<file path="src/rtl/ctx_switch_seq.sv">
module ctx_switch_seq #(
  parameter int DW = 16
) (
  input  logic          clk,
  input  logic          rst_n,
  input  logic          start_blwp,
  input  logic          start_rtwp,
  input  logic [DW-1:0] vec_addr,
  input  logic          pc_ld,
  input  logic [DW-1:0] pc_din,
  input  logic          st_ld,
  input  logic [DW-1:0] st_din,
  output logic          mem_req,
  output logic          mem_we,
  output logic [DW-1:0] mem_addr,
  output logic [DW-1:0] mem_wdata,
  input  logic [DW-1:0] mem_rdata,
  input  logic          mem_ready,
  output logic          busy,
  output logic          done,
  output logic [DW-1:0] w_out,
  output logic [DW-1:0] pc_out,
  output logic [DW-1:0] st_out
);
  localparam logic [DW-1:0] OFS_R13 = DW'(26);
  localparam logic [DW-1:0] OFS_R14 = DW'(28);
  localparam logic [DW-1:0] OFS_R15 = DW'(30);
  localparam logic [DW-1:0] OFS_VPC = DW'(2);

  typedef enum logic [3:0] {IDLE, VW, VPC, S13, S14, S15, L13, L14, L15} seq_t;

  seq_t          state;
  logic          rst_go, from_rst;
  logic [DW-1:0] w, pc, st, vec, sv_w, sv_pc, sv_st;

  wire ack      = mem_req && mem_ready;
  wire go_blwp  = (state == IDLE) && (rst_go || start_blwp);
  wire go_rtwp  = (state == IDLE) && !rst_go && !start_blwp && start_rtwp;
  wire idle_ld  = (state == IDLE) && !rst_go && !start_blwp && !start_rtwp;

  assign mem_req = (state != IDLE);
  assign mem_we  = (state == S13) || (state == S14) || (state == S15);
  assign busy    = (state != IDLE) || rst_go;
  assign w_out   = w;
  assign pc_out  = pc;
  assign st_out  = st;

  always_comb begin
    case (state)
      VW:       mem_addr = vec;
      VPC:      mem_addr = vec + OFS_VPC;
      S13, L13: mem_addr = w + OFS_R13;
      S14, L14: mem_addr = w + OFS_R14;
      S15, L15: mem_addr = w + OFS_R15;
      default:  mem_addr = '0;
    endcase
  end

  always_comb begin
    case (state)
      S13:     mem_wdata = sv_w;
      S14:     mem_wdata = sv_pc;
      S15:     mem_wdata = sv_st;
      default: mem_wdata = '0;
    endcase
  end

  always_ff @(posedge clk) begin
    if (!rst_n) begin
      state    <= IDLE;
      rst_go   <= 1'b1;
      from_rst <= 1'b0;
      done     <= 1'b0;
    end else begin
      done <= 1'b0;
      if (go_blwp) begin
        state    <= VW;
        from_rst <= rst_go;
        rst_go   <= 1'b0;
      end else if (go_rtwp) begin
        state <= L13;
      end else if (ack) begin
        case (state)
          VW:  state <= VPC;
          VPC: state <= S13;
          S13: state <= S14;
          S14: state <= S15;
          L13: state <= L14;
          L14: state <= L15;
          default: begin
            state <= IDLE;
            done  <= 1'b1;
          end
        endcase
      end
    end
  end

  always_ff @(posedge clk) begin
    if (rst_n) begin
      if (go_blwp) begin
        vec   <= rst_go ? '0 : {vec_addr[DW-1:1], 1'b0};
        sv_w  <= w;
        sv_pc <= pc;
        sv_st <= st;
      end else if (idle_ld) begin
        if (pc_ld) pc <= pc_din;
        if (st_ld) st <= st_din;
      end else if (ack) begin
        case (state)
          VW:  w    <= mem_rdata;
          VPC: pc   <= mem_rdata;
          S15: if (from_rst) st <= '0;
          L13: sv_w <= mem_rdata;
          L14: pc   <= mem_rdata;
          L15: begin
            st <= mem_rdata;
            w  <= sv_w;
          end
          default: ;
        endcase
      end
    end
  end
endmodule


</file>
<file path="config.mk">
export PLATFORM = sky130hd
export DESIGN_NAME = ctx_switch_seq
export DESIGN_NICKNAME = d
export VERILOG_FILES = /design/src/rtl/ctx_switch_seq.sv
export SDC_FILE = /design/constraint.sdc
export NUM_CORES = 1
export LEC_CHECK = 0
export BUFFER_PORTS_ARGS = -buffer_cell sky130_fd_sc_hd__buf_2
export CORE_MARGIN = 4
export CORE_UTILIZATION = 40
export CTS_BUF_LIST = sky130_fd_sc_hd__clkbuf_16
export CTS_CLUSTER_DIAMETER = 200
export CTS_CLUSTER_SIZE = 24
export DETAILED_ROUTE_END_ITERATION = 8
export RECOVER_POWER = 25
export SYNTH_ARGS = -nofsm -noshare
export SYNTH_HDL_FRONTEND = slang
export SYNTH_SLANG_ARGS = --single-unit
</file>
<file path="constraint.sdc">
create_clock -name clk -period 5.2 [get_ports clk]
set_input_delay 0.26 -clock clk [delete_from_list [all_inputs] [get_ports clk]]
set_output_delay 0.26 -clock clk [all_outputs]
set_load 0.05 [all_outputs]
</file>
==> Yosys cells after proc, flatten, opt, wreduce, memory -nomap -nowiden <==
Index checks and enable logic that the tools add are counted.
{ "totals": {"register_bits": 119, "latchBits": 0, "mem_bits_rw": 0, "mem_bits_ro": 0, "input_bits": 71, "output_inout_bits": 84, "word_cells": 91, "n_memories": 0} }
{ "op_classes": {"n_addsub": 4, "mul": 0, "div": 0, "order_cmp": 0, "eq_ne": 12, "shifts": 0, "muxes": 21, "n_bitwise": 4, "reduce_logical": 36} }
{ "op_table": {"columns": ["operator", "count"], "rows": [
  ["$mux 16", 12],
  ["$pmux 16 s5", 1],
  ["$pmux 16 s2", 2],
  ["$add 16x5->16 const B", 3],
  ["$pmux 16 s3", 1],
  ["$pmux 4 s6", 1],
  ["$add 16x2->16 const B", 1],
  ["$eq 4x3->1 const B", 4],
  ["$reduce_bool 2->1", 6],
  ["$reduce_and 5->1", 2],
  ["$reduce_or 2->1", 5],
  ["$eq 4x2->1 const B", 2],
  ["$logic_and 1x1->1", 6],
  ["$mux 3", 2],
  ["$ne 2x2->1 const B", 3],
  ["$reduce_and 6->1", 1],
  ["$reduce_bool 3->1", 2],
  ["$reduce_or 6->1", 1],
  ["$eq 4x1->1 const B", 1],
  ["$eq 4x4->1 const B", 1],
  ["$logic_not 4->1", 1],
  ["$logic_or 1x1->1", 4],
  ["$not 1->1", 4],
  ["$reduce_and 4->1", 1],
  ["7 further kinds", 10]
]} }

==> Longest topological paths before layout <==
Gate-level depths: netlist (run 1).
{ "logic_depth": {"depth_word": 6, "depth_mapped": 11, "ltp_nobuf": 8} }

==> Least setup slack after synthesis (run 1) <==
OpenSTA, ideal clock, no wires.
{ "synth_timing": {"path_type": "flip-flop to output port", "start": "reg state[1]", "end": "out mem_addr[12]", "arrival_ps": 3354, "path_slack_ps": 1586, "stages_incl_launch_ff": 11, "n_path_buf": 2, "path_cell_list": "dfxtp_1 buf_4 nor4b_4 clkbuf_1 or2_2 ha_1 a2111oi_0 nor3_1 a21o_1 and3_1 o22ai_1"} }
{ "synth_between": {"elab_chain_cells": 3, "elab_cells_between_ends": 12, "cone_classes": "eq/ne (8); mux (1); reduce/logical (3)"} }
{ "synth_rtl": {"columns": ["element", "line_no", "text"], "rows": [
  ["from (decl)", "32", "seq_t state;"],
  ["from (signal assigned)", "70", "state <= IDLE;"],
  ["from (signal assigned)", "77", "state <= VW;"],
  ["from (signal assigned)", "81", "state <= L13;"],
  ["$eq 4x3->1, or another cell as far along", "49", "case (state)"],
  ["$reduce_or 2->1", "49", null],
  ["$pmux 16 s5 *", "49", null],
  ["to (decl)", "15", "output logic [DW-1:0] mem_addr,"]
]} }
Every way passes the cells marked *; elsewhere a longest branch is shown, timed or not.

==> Worst setup path in the final report (run 1) <==
{ "layout_timing": {"start": "reg state[0]", "end": "out mem_addr[10]"} }
The elaborated chain is that of the path after synthesis.

==> impl_metrics.py, run 1 <==
metrics = {
    "clocking": {
        "worst_skew_pair.late_latency_ns": 0.41,
        "cts-hold-fix-buffers": 0,
        "cts.clk_slew.worst_paths_ns": 0.05,
        "postCtsSetupRepairBufs": 0,
        "ctsLongestPathBuffers": 2,
        "clock_sinks": 118,
        "cts-root-buf": "sky130_fd_sc_hd__clkbuf_16",
        "postCtsResizedCells": 0,
        "cts_inserted_buffers": 17,
        "cts-htree-levels": 4,
        "tritoncts": "done",
    },
    "worst_setup_path": {
        "worstPathArrival_ns": 4.12,
        "worstPathMaxFanout": 21,
        "required_time_of_the_critical_path_ns": 4.94,
        "critPathCaptureType": "primary output",
        "path_class": "flop to primary output",
        "critPathLaunchType": "flop",
        "ff2ff_setup_slack_ns": 2.18,
    },
    "synth": {
        "synth_enable_flop_cells": 111,
        "synth-main-ff-cell": "sky130_fd_sc_hd__edfxtp_1",
        "number_of_nets_produced_by_synthesis": 587,
        "netlist.top_cell.by_area": "sky130_fd_sc_hd__edfxtp_1",
        "postSynthCellCount": 512,
        "per_instance_average_area_after_synthesis_um2": 11.8,
        "async_flop_share_pct": 0,
        "mappedNetlistArea_um2": 6020,
        "synthDistinctLibCells": 63,
        "portion_of_synthesized_cell_area_occupied_by_the_leading_cell_type_pct": 55.4,
        "synth.yosys.warnings": 0,
        "ys_seq_area_share_pct": 57.7,
        "netlist_top_cells_area": "sky130_fd_sc_hd__edfxtp_1 (55%), sky130_fd_sc_hd__mux2_2 (6.0%), sky130_fd_sc_hd__nand2_1 (4.5%)",
        "ys_ff_latch": 118,
    },
    "place": {
        "port_buffers": 153,
        "place_hpwl_um": 11800,
        "worst_case_setup_slack_after_placement_ns": 1.23,
        "detailed_place.area_um2": 6930,
        "final_gp_congestion": 0.876,
        "dp_cells": 822,
    },
    "floorplanning": {
        "floorplan.die_area_um2": 17100,
        "fp.coreArea_um2": 14600,
        "ios": 155,
        "placementRows": 44,
        "die_width_um": 131,
        "floorplan_die_height_um": 131,
        "floorplan.initialDensity_pct": 41.1,
    },
    "sta": {
        "worst_case_headroom_to_the_max_slew_limit_pct": 16.5,
        "setup_viol": 0,
        "report.final.hold_viol_count": 0,
        "setup_ws_post_layout_ns": 0.816,
        "max_freq_mhz": 228,
        "min_period_ns": 4.38,
        "min_period_over_period_pct": 84.3,
        "worst_pin_slew_ns": 1.25,
        "timing_max_transition_violations_final": 0,
        "finClkSkew_ns": 0.00427,
        "finalSetupTns_ns": 0,
        "grt_setup_unrepaired": "false",
    },
    "routing": {
        "vias": 4848,
        "routed_wire_length_per_instance_um": 19.7,
        "drc_errors": 0,
        "first_drt_pass_iteration_count": 5,
        "routed_wirelength_um": 16800,
        "ant_nets": 0,
        "dr.first_iter.drc_count": 533,
        "vias_per_cell": 5.68,
    },
    "global_routing": {
        "grt_max_degree": 48,
        "grt-ovfl-total": 0,
        "groute.usage.overall_pct": 19.6,
        "first_pass_grt_wire_length_um": 25300,
        "grt_pass1_vias": 4688,
        "antenna_violations_before_repair": 0,
    },
    "final_layout": {
        "design_area_um2": 7480,
        "layout-drive-gt1-share_pct": 30.0,
        "final_cell_count_no_fill": 854,
        "nNetsFinal": 732,
        "n_fill_cell": 1361,
        "diodes": 0,
        "areaGrowthSynthToFinish_pct": 24.3,
        "register_cell_area_after_layout_um2": 3470,
        "multiInputGateArea_um2": 2340,
    },
    "run": {
        "max_cap_violations": 0,
    },
    "power_and_ir_drop": {
        "powerDensity_nw_per_um2": 466,
        "internal_power_w": 0.00225,
        "power.leakage_nw": 2.93,
        "power_frac_seq_pct": 37.7,
        "pwr-share-clk_pct": 33.4,
        "power.net_switching_w": 0.00124,
        "vdd_drop_max_uv": 319,
        "p_sw_share_pct": 35.5,
        "power.share.combinational_pct": 28.8,
    },
    "min_path": {
        "hold_crit_class": "primary input to flop",
    },
    "run_status": {
        "outcome": "finished, final reports clean",
    },
}
-- synth_stat cells (4+ instances only) --
cell type,n
sky130_fd_sc_hd__edfxtp_1,111
sky130_fd_sc_hd__nand2_1,72
sky130_fd_sc_hd__mux2_2,32
sky130_fd_sc_hd__inv_1,24
sky130_fd_sc_hd__nor2_1,20
sky130_fd_sc_hd__nor2b_1,20
sky130_fd_sc_hd__a222oi_1,17
sky130_fd_sc_hd__a22o_1,17
sky130_fd_sc_hd__clkbuf_1,16
sky130_fd_sc_hd__o21ai_0,16
sky130_fd_sc_hd__a21oi_1,15
sky130_fd_sc_hd__buf_2,12
sky130_fd_sc_hd__nand3_1,11
sky130_fd_sc_hd__nor3_1,11
sky130_fd_sc_hd__o22ai_1,8
sky130_fd_sc_hd__and3_1,7
sky130_fd_sc_hd__dfxtp_1,7
sky130_fd_sc_hd__nand4_1,7
sky130_fd_sc_hd__xnor2_1,6
sky130_fd_sc_hd__xor2_1,6
sky130_fd_sc_hd__a221o_1,5
sky130_fd_sc_hd__and2_1,5
sky130_fd_sc_hd__o211ai_1,4
sky130_fd_sc_hd__o311ai_1,4
-- sequential cells by signal, summed over array words and instances (netlist names) --
name      flops
sv_w         16
vec          15
pc_out       16
sv_st        16
done          1
w_out        16
st_out       16
state         4
rst_go        1
sv_pc        16
from_rst      1
-- stage by stage --
step | total power, W | utilization (%) | hold slack (ns)
2_1_floorplan | 0.00207 | - | 0.322
3_3_place_gp | 0.00232 | 47.3 | 0.430
3_5_place_dp | 0.00235 | 47.3 | 0.431
4_1_cts | 0.00351 | 51.4 | 0.0789
5_1_grt | 0.00364 | 51.1 | 0.0915
6_report | 0.00349 | 51.1 | 0.0857
-- worst paths after layout --
| check | from | endpoint | depth (start not counted) |
|---|---|---|---|
| worst min-delay path | rst_n | rst_go$_SDFFE_PN1P_ | 2 |
| worst min register to register | st_out[3]$_DFFE_PP_ | sv_st[3]$_DFFE_PP_ | 0 |
| worst max register to register | state[2]$_SDFFE_PP0P_ | pc_out[8]$_DFFE_PP_ | 5 |
| worst max-delay path | state[0]$_SDFFE_PN0P_ | mem_addr[10] | 10 |
-- critical path, cell delays in order, from the launching register on --
cell	delay, ns
sky130_fd_sc_hd__dfxtp_1	0.81
sky130_fd_sc_hd__nor4bb_4	0.30
sky130_fd_sc_hd__buf_4	0.32
sky130_fd_sc_hd__or2_2	0.19
sky130_fd_sc_hd__ha_1	0.24
sky130_fd_sc_hd__a2111oi_0	0.63
sky130_fd_sc_hd__nor3_1	0.27
sky130_fd_sc_hd__xor2_1	0.21
sky130_fd_sc_hd__a222oi_1	0.35
sky130_fd_sc_hd__o21ai_0	0.14
sky130_fd_sc_hd__buf_2	0.23
-- power groups by stage --
stage / Clock [W] / Combinational (W) / Sequential [W]
global placement: 0 / 0.000997 / 0.00133
detailed placement: 0 / 0.00101 / 0.00133
floorplan: 0 / 0.000768 / 0.00131
CTS: 0.00118 / 0.00102 / 0.00132
finish: 0.00117 / 0.00101 / 0.00132
global route: 0.00123 / 0.00108 / 0.00134
-- placed cells by master (no fill, tap or decap), types with 4 or more instances in the layout --
cell type / netlist / layout
sky130_fd_sc_hd__a21oi_1: 15 / 14
sky130_fd_sc_hd__a221o_1: 5 / 5
sky130_fd_sc_hd__a222oi_1: 17 / 17
sky130_fd_sc_hd__a22o_1: 17 / 17
sky130_fd_sc_hd__and2_1: 5 / 4
sky130_fd_sc_hd__and3_1: 7 / 7
sky130_fd_sc_hd__buf_2: 12 / 122
sky130_fd_sc_hd__buf_4: 1 / 5
sky130_fd_sc_hd__clkbuf_1: 16 / 31
sky130_fd_sc_hd__clkbuf_16: 0 / 17
sky130_fd_sc_hd__clkinv_2: 0 / 4
sky130_fd_sc_hd__dfxtp_1: 7 / 7
sky130_fd_sc_hd__edfxtp_1: 111 / 111
sky130_fd_sc_hd__inv_1: 24 / 25
sky130_fd_sc_hd__mux2_2: 32 / 32
sky130_fd_sc_hd__nand2_1: 72 / 72
sky130_fd_sc_hd__nand3_1: 11 / 11
sky130_fd_sc_hd__nand4_1: 7 / 7
sky130_fd_sc_hd__nor2_1: 20 / 17
sky130_fd_sc_hd__nor2b_1: 20 / 19
sky130_fd_sc_hd__nor3_1: 11 / 10
sky130_fd_sc_hd__o211ai_1: 4 / 4
sky130_fd_sc_hd__o21ai_0: 16 / 16
sky130_fd_sc_hd__o22ai_1: 8 / 8
sky130_fd_sc_hd__o311ai_1: 4 / 4
sky130_fd_sc_hd__xnor2_1: 6 / 6
sky130_fd_sc_hd__xor2_1: 6 / 6
-- kinds of logic after synthesis --
family          synth area share, %
flops                          57.7
mux                            6.49
fa+ha+maj                     0.956
compound gates                 15.1
buf+inv                        4.05
xor+xnor                       1.75
simple gates                   13.9
-- cell type report --
class / instances / area share, %
Inverter: 24 / 1.20
Timing Repair Buffer: 158 / 10.2
Clock inverter: 15 / 2.17
Clock buffer: 17 / 5.69
Tap cell: 184 / 3.08
Multi-Input combinational cell: 338 / 31.2
Sequential cell: 118 / 46.4
-- layer usage --
layer	up-vias	wire [µm]	global-route usage, %
li1	2272	-	-
met1	2373	7140	26.1
met2	182	8350	32.0
met3	21	1150	5.04
met4	0	203	5.51
met5	-	0	0
Power figures use the tool's default switching activity.
==> run 2: changes to the inputs <==
Settings changed: PLACE_DENSITY from default to 0.66.
Clock period 5.2 ns to 3.6 ns, I/O delays scaled along.
==> impl_metrics.py, run 2 (synthesized netlist as in run 1, its figures left out) <==
metrics = {
    "routing": {
        "dr.first_iter.drc_count": 450,
        "met2RoutedLength_um": 8510,
        "ant_nets": 0,
        "vias": 4983,
        "first_drt_pass_iteration_count": 5,
        "routed_wire_length_per_instance_um": 19.6,
        "wl_met1_um": 6910,
        "routed_wirelength_um": 16900,
        "vias_per_cell": 5.76,
        "drc_errors": 0,
        "met3WireLength_um": 1200,
        "highest_layer": "met4",
    },
    "worst_setup_path": {
        "path_class": "flop to primary output",
        "cp_delay_by_family_top": "compound AO/OA/AOI/OAI gates",
        "critical_path.max_stage_delay_ns": 0.44,
        "critPathCaptureType": "primary output",
        "required_time_of_the_critical_path_ns": 3.42,
        "cpMaxStageDelayCell": "sky130_fd_sc_hd__a2111oi_0",
        "crit_chain": "nor4bb_4 > or2_2 > ha_1 > a2111oi_0 > buf_4 > nor3_2 > xor2_1 > a222oi_1 > o21ai_0 > buf_2",
        "worstPathMaxFanout": 10,
        "worstPathArrival_ns": 3.19,
        "worst-path-buf-inv": 2,
        "critPathLaunchType": "flop",
    },
    "final_layout": {
        "areaGrowthSynthToFinish_pct": 25.4,
        "nNetsFinal": 745,
        "layout-drive-gt1-share_pct": 31.1,
        "commonest_cells_after_routing_fill_and_taps_aside": "sky130_fd_sc_hd__buf_2 (122), sky130_fd_sc_hd__edfxtp_1 (111), sky130_fd_sc_hd__nand2_1 (72)",
        "n_fill_cell": 1334,
        "diodes": 0,
        "multiInputGateArea_um2": 2340,
        "register_cell_area_after_layout_um2": 3480,
        "final_common_cell": "sky130_fd_sc_hd__buf_2",
    },
    "floorplanning": {
        "fp.coreArea_um2": 14600,
        "floorplan_die_height_um": 131,
        "floorplan.initialDensity_pct": 41.1,
        "floorplan.die_area_um2": 17100,
        "ios": 155,
        "die_width_um": 131,
        "placementRows": 44,
    },
    "clocking": {
        "cts-htree-levels": 4,
        "cts_inserted_buffers": 17,
        "postCtsSetupRepairBufs": 0,
        "cts-root-buf": "sky130_fd_sc_hd__clkbuf_16",
        "clock_sinks": 118,
        "cts.clk_slew.worst_paths_ns": 0.05,
        "worst_skew_pair.late_latency_ns": 0.41,
        "tritoncts": "done",
        "ctsLongestPathBuffers": 2,
    },
    "run": {
        "max_cap_violations": 0,
    },
    "global_routing": {
        "grt-ovfl-total": 0,
        "first_pass_grt_wire_length_um": 25300,
        "grt_max_degree": 35,
        "groute.usage.overall_pct": 19.5,
        "antenna_violations_before_repair": 0,
        "grt_pass1_vias": 4745,
    },
    "sta": {
        "setup_viol": 0,
        "report.final.hold_viol_count": 0,
        "min_period_over_period_pct": 93.6,
        "min_period_ns": 3.37,
        "timing_max_transition_violations_final": 0,
        "max_freq_mhz": 297,
        "finalHoldWorstSlack_ns": 0.0582,
        "worst_case_headroom_to_the_max_slew_limit_pct": 27.6,
        "finClkSkew_ns": 0.00979,
        "grt_setup_unrepaired": "false",
        "finalSetupTns_ns": 0,
        "worst_pin_slew_ns": 1.09,
    },
    "power_and_ir_drop": {
        "vdd_drop_max_uv": 372,
        "powerDensity_nw_per_um2": 657,
        "power.leakage_nw": 2.99,
    },
    "place": {
        "port_buffers": 153,
        "place_hpwl_um": 12100,
        "final_gp_congestion": 0.814,
    },
    "min_path": {
        "hold_crit_class": "primary input to flop",
    },
    "run_status": {
        "outcome": "finished, final reports clean",
    },
}
==> run 2: cell types whose count changed in the layout (fill, tap and decap cells not counted), sizes merged <==
cell         previous run  this run
bufinv                  3         2
buf                   127       139
clkinvlp                2         1
dlygate4sd3             0         1
==> run 2: final timing paths <==
kind,start,to,slack [ns],cells after the start
max,state[0]$_SDFFE_PN0P_,mem_addr[10],0.23,10
max reg2reg,state[2]$_SDFFE_PP0P_,st_out[11]$_DFFE_PP_,0.95,7
min reg2reg,pc_out[2]$_DFFE_PP_,sv_pc[2]$_DFFE_PP_,0.44,0
min,st_din[9],st_out[9]$_DFFE_PP_,0.06,2
==> run 2: power by group <==
group / internal [W] / switching [W]
sequential: 0.00174 / 0.000134
clock: 0.000993 / 0.000578
combinational: 0.000457 / 0.00106
total: 0.00319 / 0.00177
==> run 2: repair_timing <==
item / 4_1_cts / 5_1_grt
endpoints found under the hold margin: 1 / 0
gates resized for setup: 0 / 3
hold buffers: 1 / 0
endpoints found under the setup margin: 0 / 3
==> run 2: metrics by stage <==
step / power [W] / setup WS, ns / instance area, µm² / utilization (%) / cells
3_5_place_dp: 0.00342 / 0.534 / 7020 / 48.0 / 834
3_3_place_gp: 0.00338 / 0.577 / 7020 / 48.0 / 834
6_report: 0.00496 / 0.232 / 7550 / 51.5 / 865
2_1_floorplan: 0.00300 / 0.0657 / 6020 / - / 512
4_1_cts: 0.00499 / 0.00514 / 7580 / 51.7 / 865
5_1_grt: 0.00517 / 0.0349 / 7550 / 51.5 / 865
==> run 2: final cells by class <==
type	instances	area share, %
clock buffers	17	5.64
flip-flops and latches	118	46.1
well taps	184	3.05
repair buffers	171	11.5
multi-input cells	338	31.0
inverters	24	1.19
clock inverters	13	1.58
==> run 2: layer usage <==
metal / track usage, % / up-vias
li1: - / 2299
met1: 24.7 / 2448
met2: 33.0 / 215
met3: 5.00 / 21
met4: 5.99 / 0
met5: 0 / -
